$ cat src/rtl/lin_rd_pkg.sv
package lin_rd_pkg;
  // strobes from the control half to the token datapath
  typedef struct packed {
    logic load;   // drop a new token into stage 0
    logic drop;   // start seen while busy, discarded
  } rdStrobe_t;
endpackage

$ cat src/rtl/lin_rd_ctrl.sv
module lin_rd_ctrl
  import lin_rd_pkg::*;
(
  input  logic      clk,
  input  logic      rstN,
  input  logic      startIn,
  input  logic      busy,
  output rdStrobe_t strb,
  output logic      startErr
);

  always_comb begin
    strb.load = startIn & ~busy;
    strb.drop = startIn & busy;
  end

  always_ff @(posedge clk or negedge rstN) begin
    if (!rstN) startErr <= 1'b0;
    else       startErr <= strb.drop;
  end

  AST_ERR_ON_BUSY_START: assert property (@(posedge clk) disable iff (!rstN)
    (startIn && busy) |=> startErr);
  AST_ERR_ONLY_ON_DROP: assert property (@(posedge clk) disable iff (!rstN)
    !(startIn && busy) |=> !startErr);

endmodule

$ cat src/rtl/lin_rd_path.sv
module lin_rd_path
  import lin_rd_pkg::*;
#(
  parameter int NUM_PIX = 64,
  parameter int DATA_W  = 8,
  parameter int IDX_W   = $clog2(NUM_PIX + 1)
)(
  input  logic                      clk,
  input  logic                      rstN,
  input  rdStrobe_t                 strb,
  input  logic [NUM_PIX*DATA_W-1:0] pixDataIn,
  output logic [NUM_PIX-1:0]        pixSel,
  output logic [NUM_PIX-1:0]        intRst,
  output logic                      outEn,
  output logic [IDX_W-1:0]          pixIdx,
  output logic [DATA_W-1:0]         pixDataOut,
  output logic                      busy
);

  localparam int LAST = NUM_PIX - 1;

  logic [NUM_PIX-1:0] token;

  // token shift register; a load only happens with an empty register
  always_ff @(posedge clk or negedge rstN) begin
    if (!rstN)          token <= '0;
    else if (strb.load) token <= {{(NUM_PIX-1){1'b0}}, 1'b1};
    else                token <= token << 1;
  end

  // per-pixel reset strobe: set on the edge the token leaves that stage
  for (genvar k = 0; k < NUM_PIX; k++) begin : g_rstStrb
    always_ff @(posedge clk or negedge rstN) begin
      if (!rstN) intRst[k] <= 1'b0;
      else       intRst[k] <= token[k];
    end
  end

  // one-hot to index and stand-in data mux
  always_comb begin
    pixIdx     = '0;
    pixDataOut = '0;
    for (int k = 0; k < NUM_PIX; k++) begin
      if (token[k]) begin
        pixIdx     = pixIdx | IDX_W'(k + 1);
        pixDataOut = pixDataOut | pixDataIn[k*DATA_W +: DATA_W];
      end
    end
  end

  assign pixSel = token;
  assign busy   = |token;
  assign outEn  = busy;

  AST_TOKEN_ONEHOT: assert property (@(posedge clk) disable iff (!rstN)
    $onehot0(pixSel));
  AST_LOAD_PIXEL1: assert property (@(posedge clk) disable iff (!rstN)
    strb.load |=> (pixIdx == IDX_W'(1) && outEn));
  AST_ADVANCE: assert property (@(posedge clk) disable iff (!rstN)
    (outEn && !pixSel[LAST]) |=> (pixIdx == $past(pixIdx) + IDX_W'(1)));
  AST_RST_FOLLOWS: assert property (@(posedge clk) disable iff (!rstN)
    outEn |=> (intRst == $past(pixSel)));
  AST_FRAME_END: assert property (@(posedge clk) disable iff (!rstN)
    pixSel[LAST] |=> (!outEn && intRst[LAST]));
  AST_IDLE_QUIET: assert property (@(posedge clk) disable iff (!rstN)
    !outEn |-> (pixIdx == '0 && pixDataOut == '0));

endmodule

$ cat src/rtl/lin_array_readout.sv
module lin_array_readout
  import lin_rd_pkg::*;
#(
  parameter int NUM_PIX = 64,
  parameter int DATA_W  = 8,
  parameter int IDX_W   = $clog2(NUM_PIX + 1)
)(
  input  logic                      clk,
  input  logic                      rstN,
  input  logic                      startIn,
  input  logic [NUM_PIX*DATA_W-1:0] pixDataIn,
  output logic [NUM_PIX-1:0]        pixSel,
  output logic [NUM_PIX-1:0]        intRst,
  output logic                      outEn,
  output logic [IDX_W-1:0]          pixIdx,
  output logic [DATA_W-1:0]         pixDataOut,
  output logic                      startErr
);

  rdStrobe_t strb;
  logic      busy;

  lin_rd_ctrl u_ctrl (
    .clk      (clk),
    .rstN     (rstN),
    .startIn  (startIn),
    .busy     (busy),
    .strb     (strb),
    .startErr (startErr)
  );

  lin_rd_path #(
    .NUM_PIX (NUM_PIX),
    .DATA_W  (DATA_W),
    .IDX_W   (IDX_W)
  ) u_path (
    .clk        (clk),
    .rstN       (rstN),
    .strb       (strb),
    .pixDataIn  (pixDataIn),
    .pixSel     (pixSel),
    .intRst     (intRst),
    .outEn      (outEn),
    .pixIdx     (pixIdx),
    .pixDataOut (pixDataOut),
    .busy       (busy)
  );

  AST_RESET_IDLE: assert property (@(posedge clk)
    !rstN |-> (!outEn && pixSel == '0 && !startErr));

endmodule

$ cat config.mk
export PLATFORM = sky130hd
export DESIGN_NAME = lin_array_readout
export DESIGN_NICKNAME = d
export VERILOG_FILES = /design/src/rtl/lin_rd_pkg.sv /design/src/rtl/lin_rd_ctrl.sv /design/src/rtl/lin_rd_path.sv /design/src/rtl/lin_array_readout.sv
export SDC_FILE = /design/constraint.sdc
export NUM_CORES = 1
export LEC_CHECK = 0
export ABC_CLOCK_PERIOD_IN_PS = 6600
export BUFFER_PORTS_ARGS = -buffer_cell sky130_fd_sc_hd__buf_2
export CAP_MARGIN = 20
export CORE_AREA = 2 2 253 255
export CTS_CLUSTER_DIAMETER = 100
export CTS_CLUSTER_SIZE = 28
export DETAILED_ROUTE_END_ITERATION = 6
export DIE_AREA = 0 0 255 257
export GPL_TIMING_DRIVEN = 0
export MAX_ROUTING_LAYER = met4
export SETUP_SLACK_MARGIN = 0.3
export SKIP_LAST_GASP = 1
export SLEW_MARGIN = 30
export SYNTH_ARGS = -nofsm -noshare
export SYNTH_HDL_FRONTEND = slang
export SYNTH_SLANG_ARGS = --single-unit
$ cat constraint.sdc
create_clock -name clk -period 6.6 [get_ports clk]
set_input_delay 1.32 -clock clk [delete_from_list [all_inputs] [get_ports clk]]
set_output_delay 1.32 -clock clk [all_outputs]
set_load 0.02 [all_outputs]
==> qor.yml, run 1 <==
drtPass1Iterations: 5
hp-class: "reg2reg"
dp.final_hpwl_um: 65300
clk-insertion-delay-late_ps: 490
drive_gt1_share_pct: 59.6
top_usage_layer: "met2"
synth-edff-count: 0
drt_iter0_drc: 900
start_kind: "register"
cts_buffer_depth: 2
yosys_register_bits: 129
peakVddDrop_v: 0.000210
grt_pass1_wl_um: 100000
grtUsageTotal_pct: 25.1
post-place-ws_ps: 1350
grt.met2_usage_pct: 39.5
path_class: "reg2out"
dieHeight_um: 257
min_period_over_period_pct: 80.1
clkPwrFrac_pct: 38.6
hold_viol: 0
area_growth_pct: 89.1
tightestPinTransition_ps: 776
cts_buffers: 17
num_rows: 92
core_region_area_sq_mm: 0.0627
critPathRequiredTime_ps: 5280
antenna_found_initial: 42
period_minus_slack_ps: 5290
critical_path.max_fanout: 10
finalWorstSetupSlack_ps: 1310
synthTopCellsByArea: "dfrtp_1, a221oi_1, a22o_1, clkbuf_1, nand4_1"
drv_slew: 0
place_congestion: 0.813
slew_headroom_pct: 47.8
syn_area_sq_mm: 0.00662
vias: 9950
die_width_um: 255
fin_worst_skew_ps: 14.3
fmax_mhz: 189
ys_warn_count: 0
arrival_ps: 3970
max_cap_violations: 0
p_int_w: 0.00167
rsz0062_at_grt: "no"
final_core_util_pct: 20.0
p_leak_nw: 6.43
synthArstFlopShare_pct: 100
cts_hold_buf: 0
clk_pin_slew_ps: 70
num_io_pins: 660
power.share.sequential_pct: 31.9
met3_usage_pct: 7.96
post_cts_resized: 0
use_met1_pct: 28.5
synthFlopType: "dfrtp_1"
yosysMostFrequentCell: "dfrtp_1"
netlist_instances: 616
synthDominantCellAreaShare_pct: 48.8
end_kind: "output pin"
grt_pass1_vias: 10000
switching_share_pct: 36.8
die_area_sq_mm: 0.0655
grt_max_degree: 68
cts_setup_buffers: 0
drc: 0
setup_tns_ps: 0
overflow: 0
wirelength_um: 81400
setup_violations: 0
ant_nets: 0
rrSetupSlack_ps: 4080
ff2ff_path_depth: 4
ys_types: 25
synth_common_cells: "dfrtp_1, a221oi_1, clkbuf_1"
port_buffers: 659
routedWlPerCell_um: 36.8
status: "finished, final reports clean"
synth_nets: 1131
p_switching_w: 0.000974
start_util_pct: 10.5
power_frac_comb_pct: 29.5
cts_tree: "built"
synth-seq-area-share_pct: 48.8
synth_area_leader_cell: "dfrtp_1"
num-nets-final: 1840
hold_path_depth: 0
power_density_mw_per_mm2: 211
routed_via_density: 4.50
clock_sink_count: 129
root_buffer: "clkbuf_16"
postSynthAreaPerCell_sq_um: 10.7
htreeDepth: 4
fillCellCount: 6984
power by group through the flow:
stage	clock (W)	combinational, W	sequential (W)
2_1_floorplan	0	0.000211	0.000887
3_3_place_gp	0	0.000742	0.000858
3_5_place_dp	0	0.000787	0.000859
4_1_cts	0.00105	0.000789	0.000844
5_1_grt	0.00108	0.000824	0.000847
6_report	0.00102	0.000779	0.000844
sequential cells by signal, summed over array words and instances, names as in the netlist:
register         count
u_path.pixSel       64
u_path.intRst       64
u_ctrl.startErr      1
worst max-delay path: stages (launching register included):
cell      delay [ps]
dfrtp_1          430
clkbuf_2         470
a22o_1           370
a221oi_1         540
nand4_1          730
or4_1            750
buf_2            180
final timing paths:
check | start | end
max | u_path.pixSel[26] | pixDataOut[7]
min | u_path.pixSel[23] | u_path.intRst[23]
max reg2reg | u_path.pixSel[63] | u_ctrl.startErr
min reg2reg | u_path.pixSel[23] | u_path.intRst[23]
max in group asynchronous | rstN | u_path.pixSel[54]
min in group asynchronous | rstN | u_path.pixSel[31]
layout make-up:
class	instances	area (sq um)	area share (%)
plain buffers	128	579	4.63
diodes	27	67.6	0.540
clock buffers	17	425	3.40
well taps	846	1060	8.46
clock inverters	15	169	1.35
multi-input cells	358	2890	23.1
flip-flops and latches	129	3230	25.8
repair buffers	690	4100	32.7
inverters	1	3.75	0.0300
metal layers:
metal | vias up | routed length [um]
met5 | - | 0
met3 | 175 | 7350
met4 | 0 | 4130
li1 | 4017 | -
met2 | 874 | 37500
met1 | 4884 | 32500
through the flow:
stage | total power [W] | cells | area (sq um) | hold WS (ps)
2_1_floorplan | 0.00110 | 616 | 6620 | 508
3_3_place_gp | 0.00160 | 2121 | 11000 | 375
3_5_place_dp | 0.00165 | 2152 | 11900 | 376
4_1_cts | 0.00269 | 2184 | 12400 | 391
5_1_grt | 0.00275 | 2203 | 12500 | 399
6_report | 0.00264 | 2211 | 12500 | 390
layout by cell type, fill, tap and decap left out, drive strengths merged:
cell / instances
buf: 695
clkbuf: 139
dfrtp: 129
a221oi: 128
a22o: 128
nand4: 34
diode: 27
or4: 17
nor4: 17
nor2: 10
inv: 9
nand2: 7
nor3: 6
nand3: 5
clkinvlp: 4
bufinv: 2
and4: 2
and3: 1
or3: 1
dlygate4sd3: 1
nand4b: 1
a31oi: 1
clkinv: 1
logic make-up (layout without fill, tap and decap cells):
logic type | after synthesis | after routing | synth area share, %
simple gates | 101 | 101 | 9.43
buf+inv | 129 | 851 | 7.68
compound gates | 257 | 257 | 34.1
other cells | 0 | 27 | 0
flops | 129 | 129 | 48.8
Note: power is estimated with default switching activity, not from simulation.
==> inputs of run 2 (changes only) <==
ABC_AREA = 1   (was not set)
ABC_CLOCK_PERIOD_IN_PS = 5300   (was 6600)
CORE_AREA = 2 2 260 262   (was 2 2 253 255)
DIE_AREA = 0 0 262 264   (was 0 0 255 257)
clock period = 5.3 ns   (was 6.6 ns; I/O delays follow)
==> run 2 against run 1 <==
Global-route usage down 2.0 points. Via count up 15%. First-iteration DRC count down 8.2%. Non-clock buffer count down 29. Critical path type unchanged. Core utilization down 0.47 points. Design area up 3.6%. Combinational power up 25%. Critical endpoint is now pixDataOut[5]. Hold slack worse by 0.63 ps.
==> qor.yml, run 2 <==
status: "finished, final reports clean"  # unchanged
grt_pass1_vias: 11200  # was 10000
critical_path.max_fanout: 11  # was 10
post_cts_resized: 0  # unchanged
grt_pass1_wl_um: 99700  # was 100000 um
cts_buffer_depth: 2  # unchanged
num-nets-final: 2383  # was 1840
routed_via_density: 4.14  # was 4.50
netlist_instances: 1188  # was 616
setup_tns_ps: 0  # unchanged
ys_warn_count: 0  # unchanged
die_area_sq_mm: 0.0692  # was 0.0655 sq mm
die_width_um: 262  # was 255 um
clock_sink_count: 129  # unchanged
start_kind: "register"  # unchanged
post-place-ws_ps: 1550  # was 1350 ps
htreeDepth: 4  # unchanged
ys_types: 19  # was 25
synth-seq-area-share_pct: 41.0  # was 48.8%
regArea_sq_mm: 0.00323  # unchanged
hold_viol: 0  # unchanged
tightestPinTransition_ps: 793  # was 776 ps
cts_tree: "built"  # unchanged
r2r-start: "u_path.pixSel[0]"  # was u_path.pixSel[63]
final_cell_mix: "buf_2, nand2_1, dfrtp_1"  # was buf_2, dfrtp_1, a221oi_1
start_util_pct: 11.8  # was 10.5%
finalWorstSetupSlack_ps: 1070  # was 1310 ps
arrival_ps: 3170  # was 3970 ps
vias: 11400  # was 9950
drv_slew: 0  # unchanged
dp.final_hpwl_um: 60100  # was 65300 um
syn_area_sq_mm: 0.00788  # was 0.00662 sq mm
final_common_cell: "buf_2"  # unchanged
critPathRequiredTime_ps: 4240  # was 5280 ps
path_class: "reg2out"  # unchanged
multi_input_area_sq_mm: 0.00387  # was 0.00289 sq mm
overflow: 0  # unchanged
period_minus_slack_ps: 4230
p_leak_nw: 7.09  # was 6.43 nW
cts_buffers: 17  # unchanged
place_congestion: 0.888  # was 0.813
routedWlPerCell_um: 28.8  # was 36.8 um
place_inst: 2722  # was 2152
end_kind: "output pin"  # unchanged
synth-edff-count: 0  # unchanged
cts_hold_buf: 0  # unchanged
min_to: "u_path.intRst[17]"  # was u_path.intRst[23]
max_cap_violations: 0  # unchanged
min_period_over_period_pct: 79.8
fin_worst_skew_ps: 15.7  # was 14.3 ps
synth_common_cells: "nand2_1, dfrtp_1, nor2_1"  # was dfrtp_1, a221oi_1, clkbuf_1
drtPass1Iterations: 5  # unchanged
slew_headroom_pct: 47.1  # was 47.8%
hold_path_depth: 0  # unchanged
postSynthAreaPerCell_sq_um: 6.63  # was 10.7 sq um
final_core_util_pct: 19.5  # was 20.0%
num_io_pins: 660  # unchanged
fin_area_sq_mm: 0.0130  # was 0.0125 sq mm
synthTopCellsByArea: "dfrtp_1, nand2_1, nand4_1, nor2_1, clkbuf_1"  # was dfrtp_1, a221oi_1, a22o_1, clkbuf_1, nand4_1
peakVddDrop_v: 0.000255  # was 0.000210 V
place_area_sq_mm: 0.0123  # was 0.0119 sq mm
rsz0062_at_grt: "no"  # unchanged
synth_nets: 1703  # was 1131
antenna_found_initial: 14  # was 42
drt_iter0_drc: 826  # was 900
yosysMostFrequentCell: "nand2_1"  # was dfrtp_1
setup_violations: 0  # unchanged
fmax_mhz: 236
rrSetupSlack_ps: 3180  # was 4080 ps
core_region_area_sq_mm: 0.0666  # was 0.0627 sq mm
fillCellCount: 7762  # was 6984
drc: 0  # unchanged
power_density_mw_per_mm2: 257  # was 211 mW/mm^2
clk-insertion-delay-late_ps: 480  # was 490 ps
cts_setup_buffers: 0  # unchanged
synthDominantCellAreaShare_pct: 41.0  # was 48.8%
dieHeight_um: 264  # was 257 um
port_buffers: 659  # unchanged
ff2ff_path_depth: 8  # was 4
synthFlopType: "dfrtp_1"  # unchanged
hp-class: "reg2reg"  # unchanged
final_cells: 2763  # was 2211
yosys_register_bits: 129  # unchanged
clk_pin_slew_ps: 60  # was 70 ps
grt_max_degree: 61  # was 68
wirelength_um: 79500  # was 81400 um
num_rows: 95  # was 92
rr_endpoint: "u_path.pixSel[0]"  # was u_ctrl.startErr
root_buffer: "clkbuf_16"  # unchanged
ant_nets: 0  # unchanged
area_growth_pct: 64.6  # was 89.1%
drive_gt1_share_pct: 41.4  # was 59.6%
synthArstFlopShare_pct: 100  # unchanged
grtUsageTotal_pct: 23.1  # was 25.1%
min_from: "u_path.pixSel[17]"  # was u_path.pixSel[23]
synth_area_leader_cell: "dfrtp_1"  # unchanged
-- run 2: cell families after synthesis --
family	after synthesis	synth area share [%]
compound gates	1	0.0635
simple gates	909	49.0
flops	129	41.0
buf+inv	149	9.93
-- run 2: layer usage --
metal,global-route usage [%],vias to the layer above,wire length [um]
li1,-,5118,-
met1,26.3,5345,31300
met2,37.8,795,37400
met3,5.91,169,6890
met4,11.1,0,3940
met5,-,-,0
-- run 2: how the worst max path moves through the flow --
stage / slack [ps] / cells past startpoint / endpoint / start
final: 1070 / 8 / pixDataOut[5] / u_path.pixSel[46]
after global routing: 840 / 8 / pixDataOut[5] / u_path.pixSel[46]
after CTS: 1010 / 8 / pixDataOut[5] / u_path.pixSel[46]
after detailed placement: 1550 / 8 / pixDataOut[5] / pixDataIn[37]
after global placement: 910 / 1 / u_path.intRst[30] / rstN
after floorplan: 2650 / 8 / pixDataOut[4] / pixDataIn[164]
-- run 2: layout make-up --
cell class / instances / area share [%]
tap: 873 / 8.42
clock inverter: 11 / 1.18
multi-input combinational: 910 / 29.8
sequential: 129 / 24.9
clock buffer: 21 / 3.55
antenna: 9 / 0.174
inverter: 21 / 0.608
buffer: 128 / 5.42
timing repair buffer: 661 / 25.9
-- run 2: power by group --
group	total, W	switching, W	internal (W)	leakage, nW
logic	0.000973	0.000651	0.000322	5.02
registers	0.00106	0.0000345	0.00102	1.78
clock network	0.00130	0.000536	0.000768	0.296
total	0.00333	0.00122	0.00211	7.09
-- run 2: critical path: stages (launching register included) --
cell and delay, ps:
dfrtp_1 600, buf_2 480, nand2_1 150, nand4_1 100, nor2_1 320, nand2_1 170, nor2_1 520, nand2_1 130
buf_2 200
-- run 2: per-stage QoR --
stage                     total power (W)  hold WS [ps]
after floorplan                   0.00143           508
after global placement            0.00206           376
after detailed placement          0.00206           377
after CTS                         0.00341           377
after global routing              0.00351           400
final                             0.00333           389
==> inputs of run 3 (changes only) <==
ABC_CLOCK_PERIOD_IN_PS = 3550   (was 5300)
CORE_AREA = 2 2 255 257   (was 2 2 260 262)
DIE_AREA = 0 0 257 259   (was 0 0 262 264)
clock period = 3.55 ns   (was 5.3 ns; I/O delays follow)
==> run 3 against run 2 <==
Core utilization increased by 0.89 points. Critical path depth unchanged. Cell count decreased by 0.65%. Wire length decreased by 0.61%. Worst setup slack got worse by 660 ps. First-iteration DRC count increased by 11%. Via count increased by 0.91%. Critical path type unchanged. Largest power group unchanged.
==> qor.yml, run 3 (synthesis gave the netlist of run 2 again) <==
slew_headroom_pct: 47.4  # was 47.1%
num-nets-final: 2382  # was 2383
die_width_um: 257  # was 262 um
antenna_found_initial: 11  # was 14
end_kind: "output pin"  # unchanged
period_minus_slack_ps: 3140
drc: 0  # unchanged
max_cap_violations: 0  # unchanged
port_buffers: 659  # unchanged
place_congestion: 0.899  # was 0.888
cp_cell_sequence: "buf_4 -> nand2_1 -> nand4_1 -> nor2_4 -> nand2_1 -> nor2_1 -> nand2_1 -> buf_2"  # was buf_2 -> nand2_1 -> nand4_1 -> nor2_1 -> nand2_1 -> nor2_1 -> nand2_1 -> buf_2
cts_setup_buffers: 0  # unchanged
wirelength_um: 79100  # was 79500 um
status: "finished, final reports clean"  # unchanged
num_rows: 93  # was 95
whs_ps: 143  # was 389 ps
num_io_pins: 660  # unchanged
hp-class: "in2async"  # was reg2reg
die_area_sq_mm: 0.0666  # was 0.0692 sq mm
routedWlPerCell_um: 28.8  # about the same
routed_via_density: 4.20  # was 4.14
dieHeight_um: 259  # was 264 um
cpPeakStageDelay_ps: 430  # was 600 ps
final_cell_mix: "buf_2, nand2_1, nand4_1"  # was buf_2, nand2_1, dfrtp_1
drtPass1Iterations: 5  # unchanged
critical_path.max_fanout: 10  # was 11
critPathRequiredTime_ps: 2840  # was 4240 ps
grt_max_degree: 73  # was 61
power_density_mw_per_mm2: 376  # was 257 mW/mm^2
drv_slew: 0  # unchanged
path_common_cell: "nand2_1"  # unchanged
peakVddDrop_v: 0.000358  # was 0.000255 V
clock_sink_count: 129  # unchanged
cp-startpoint: "u_path.pixSel[15]"  # was u_path.pixSel[46]
cts_buffers: 17  # unchanged
cts_tree: "built"  # unchanged
place_inst: 2703  # was 2722
min_period_over_period_pct: 88.4
start_kind: "register"  # unchanged
p_leak_nw: 7.07  # was 7.09 nW
vias: 11500  # was 11400
grtUsageTotal_pct: 24.0  # was 23.1%
clk_pin_slew_ps: 70  # was 60 ps
overflow: 0  # unchanged
multi_input_area_sq_mm: 0.00393  # was 0.00387 sq mm
cts_buffer_depth: 2  # unchanged
area_growth_pct: 65.2  # was 64.6%
slowest_stage: "dfrtp_1"  # unchanged
fmax_mhz: 319
ant_nets: 0  # unchanged
final_common_cell: "buf_2"  # unchanged
root_buffer: "clkbuf_16"  # unchanged
path_class: "reg2out"  # unchanged
regArea_sq_mm: 0.00323  # about the same
rsz0062_at_grt: "yes"  # was no
hold_viol: 0  # unchanged
r2r-start: "u_path.pixSel[24]"  # was u_path.pixSel[0]
htreeDepth: 4  # unchanged
fin_worst_skew_ps: 10.9  # was 15.7 ps
clk-insertion-delay-late_ps: 480  # about the same
dp.final_hpwl_um: 60200  # was 60100 um
start_util_pct: 12.3  # was 11.8%
final_cells: 2745  # was 2763
core_region_area_sq_mm: 0.0639  # was 0.0666 sq mm
grt_pass1_wl_um: 101000  # was 99700 um
tightestPinTransition_ps: 789  # was 793 ps
drt_iter0_drc: 914  # was 826
fillCellCount: 7364  # was 7762
drive_gt1_share_pct: 42.3  # was 41.4%
arrival_ps: 2430  # was 3170 ps
grt_pass1_vias: 11200  # about the same
setup_violations: 0  # unchanged
run 3: report_power, final:
| part | total (W) | internal [W] | switching (W) |
|---|---|---|---|
| sequential | 0.00158 | 0.00152 | 0.0000568 |
| clock | 0.00185 | 0.000942 | 0.000904 |
| combinational | 0.00146 | 0.000491 | 0.000971 |
| total | 0.00489 | 0.00296 | 0.00193 |
run 3: layer usage:
layer,share of wire [%],vias to the layer above,GRT usage (%),routed length (um)
li1,-,5118,-,-
met4,5.9,0,13.0,4690
met3,8.4,165,5.95,6610
met2,45,816,37.2,35300
met5,0,-,-,0
met1,41,5432,28.6,32400
run 3: critical path: cells and delay by family (launching register included):
family        cells  cell delay [ps]
buf+inv           2              430
simple gates      6             1070
flops             1              430
run 3: path summary, 6_finish.rpt:
path	to	slack [ps]	cells past startpoint
max in group asynchronous	u_path.pixSel[58]	2570	2
hold reg to reg	u_path.intRst[37]	410	0
setup / recovery	pixDataOut[3]	410	8
hold / removal	u_path.intRst[37]	140	1
setup reg to reg	u_path.pixSel[0]	1660	8
min in group clk	u_path.intRst[37]	410	0
run 3: cell type report:
type	instances	area share (%)
clock buffers	17	3.27
inverters	21	0.606
flip-flops and latches	129	24.8
well taps	855	8.22
plain buffers	128	5.83
clock inverters	15	1.26
multi-input cells	910	30.2
repair buffers	660	25.6
diodes	10	0.192
run 3: what timing repair did:
action | CTS | global route
pin swaps | 1 | 2
resized for setup | 33 | 10
hold buffers | 0 | 0
setup endpoints to repair | 11 | 5
hold endpoints to repair | 0 | 0
run 3: metrics by stage:
step                      util (%)  setup TNS [ps]  power [W]  cell area (sq um)  setup WS (ps)
after floorplan                  -               0    0.00214               7880           1510
after CTS                     20.3               0    0.00499              13000            308
final                         20.4               0    0.00489              13000            411
after global placement        19.2          -55060    0.00306              12200           -468
after detailed placement      19.2               0    0.00307              12300            338
after global routing          20.4               0    0.00514              13000            287
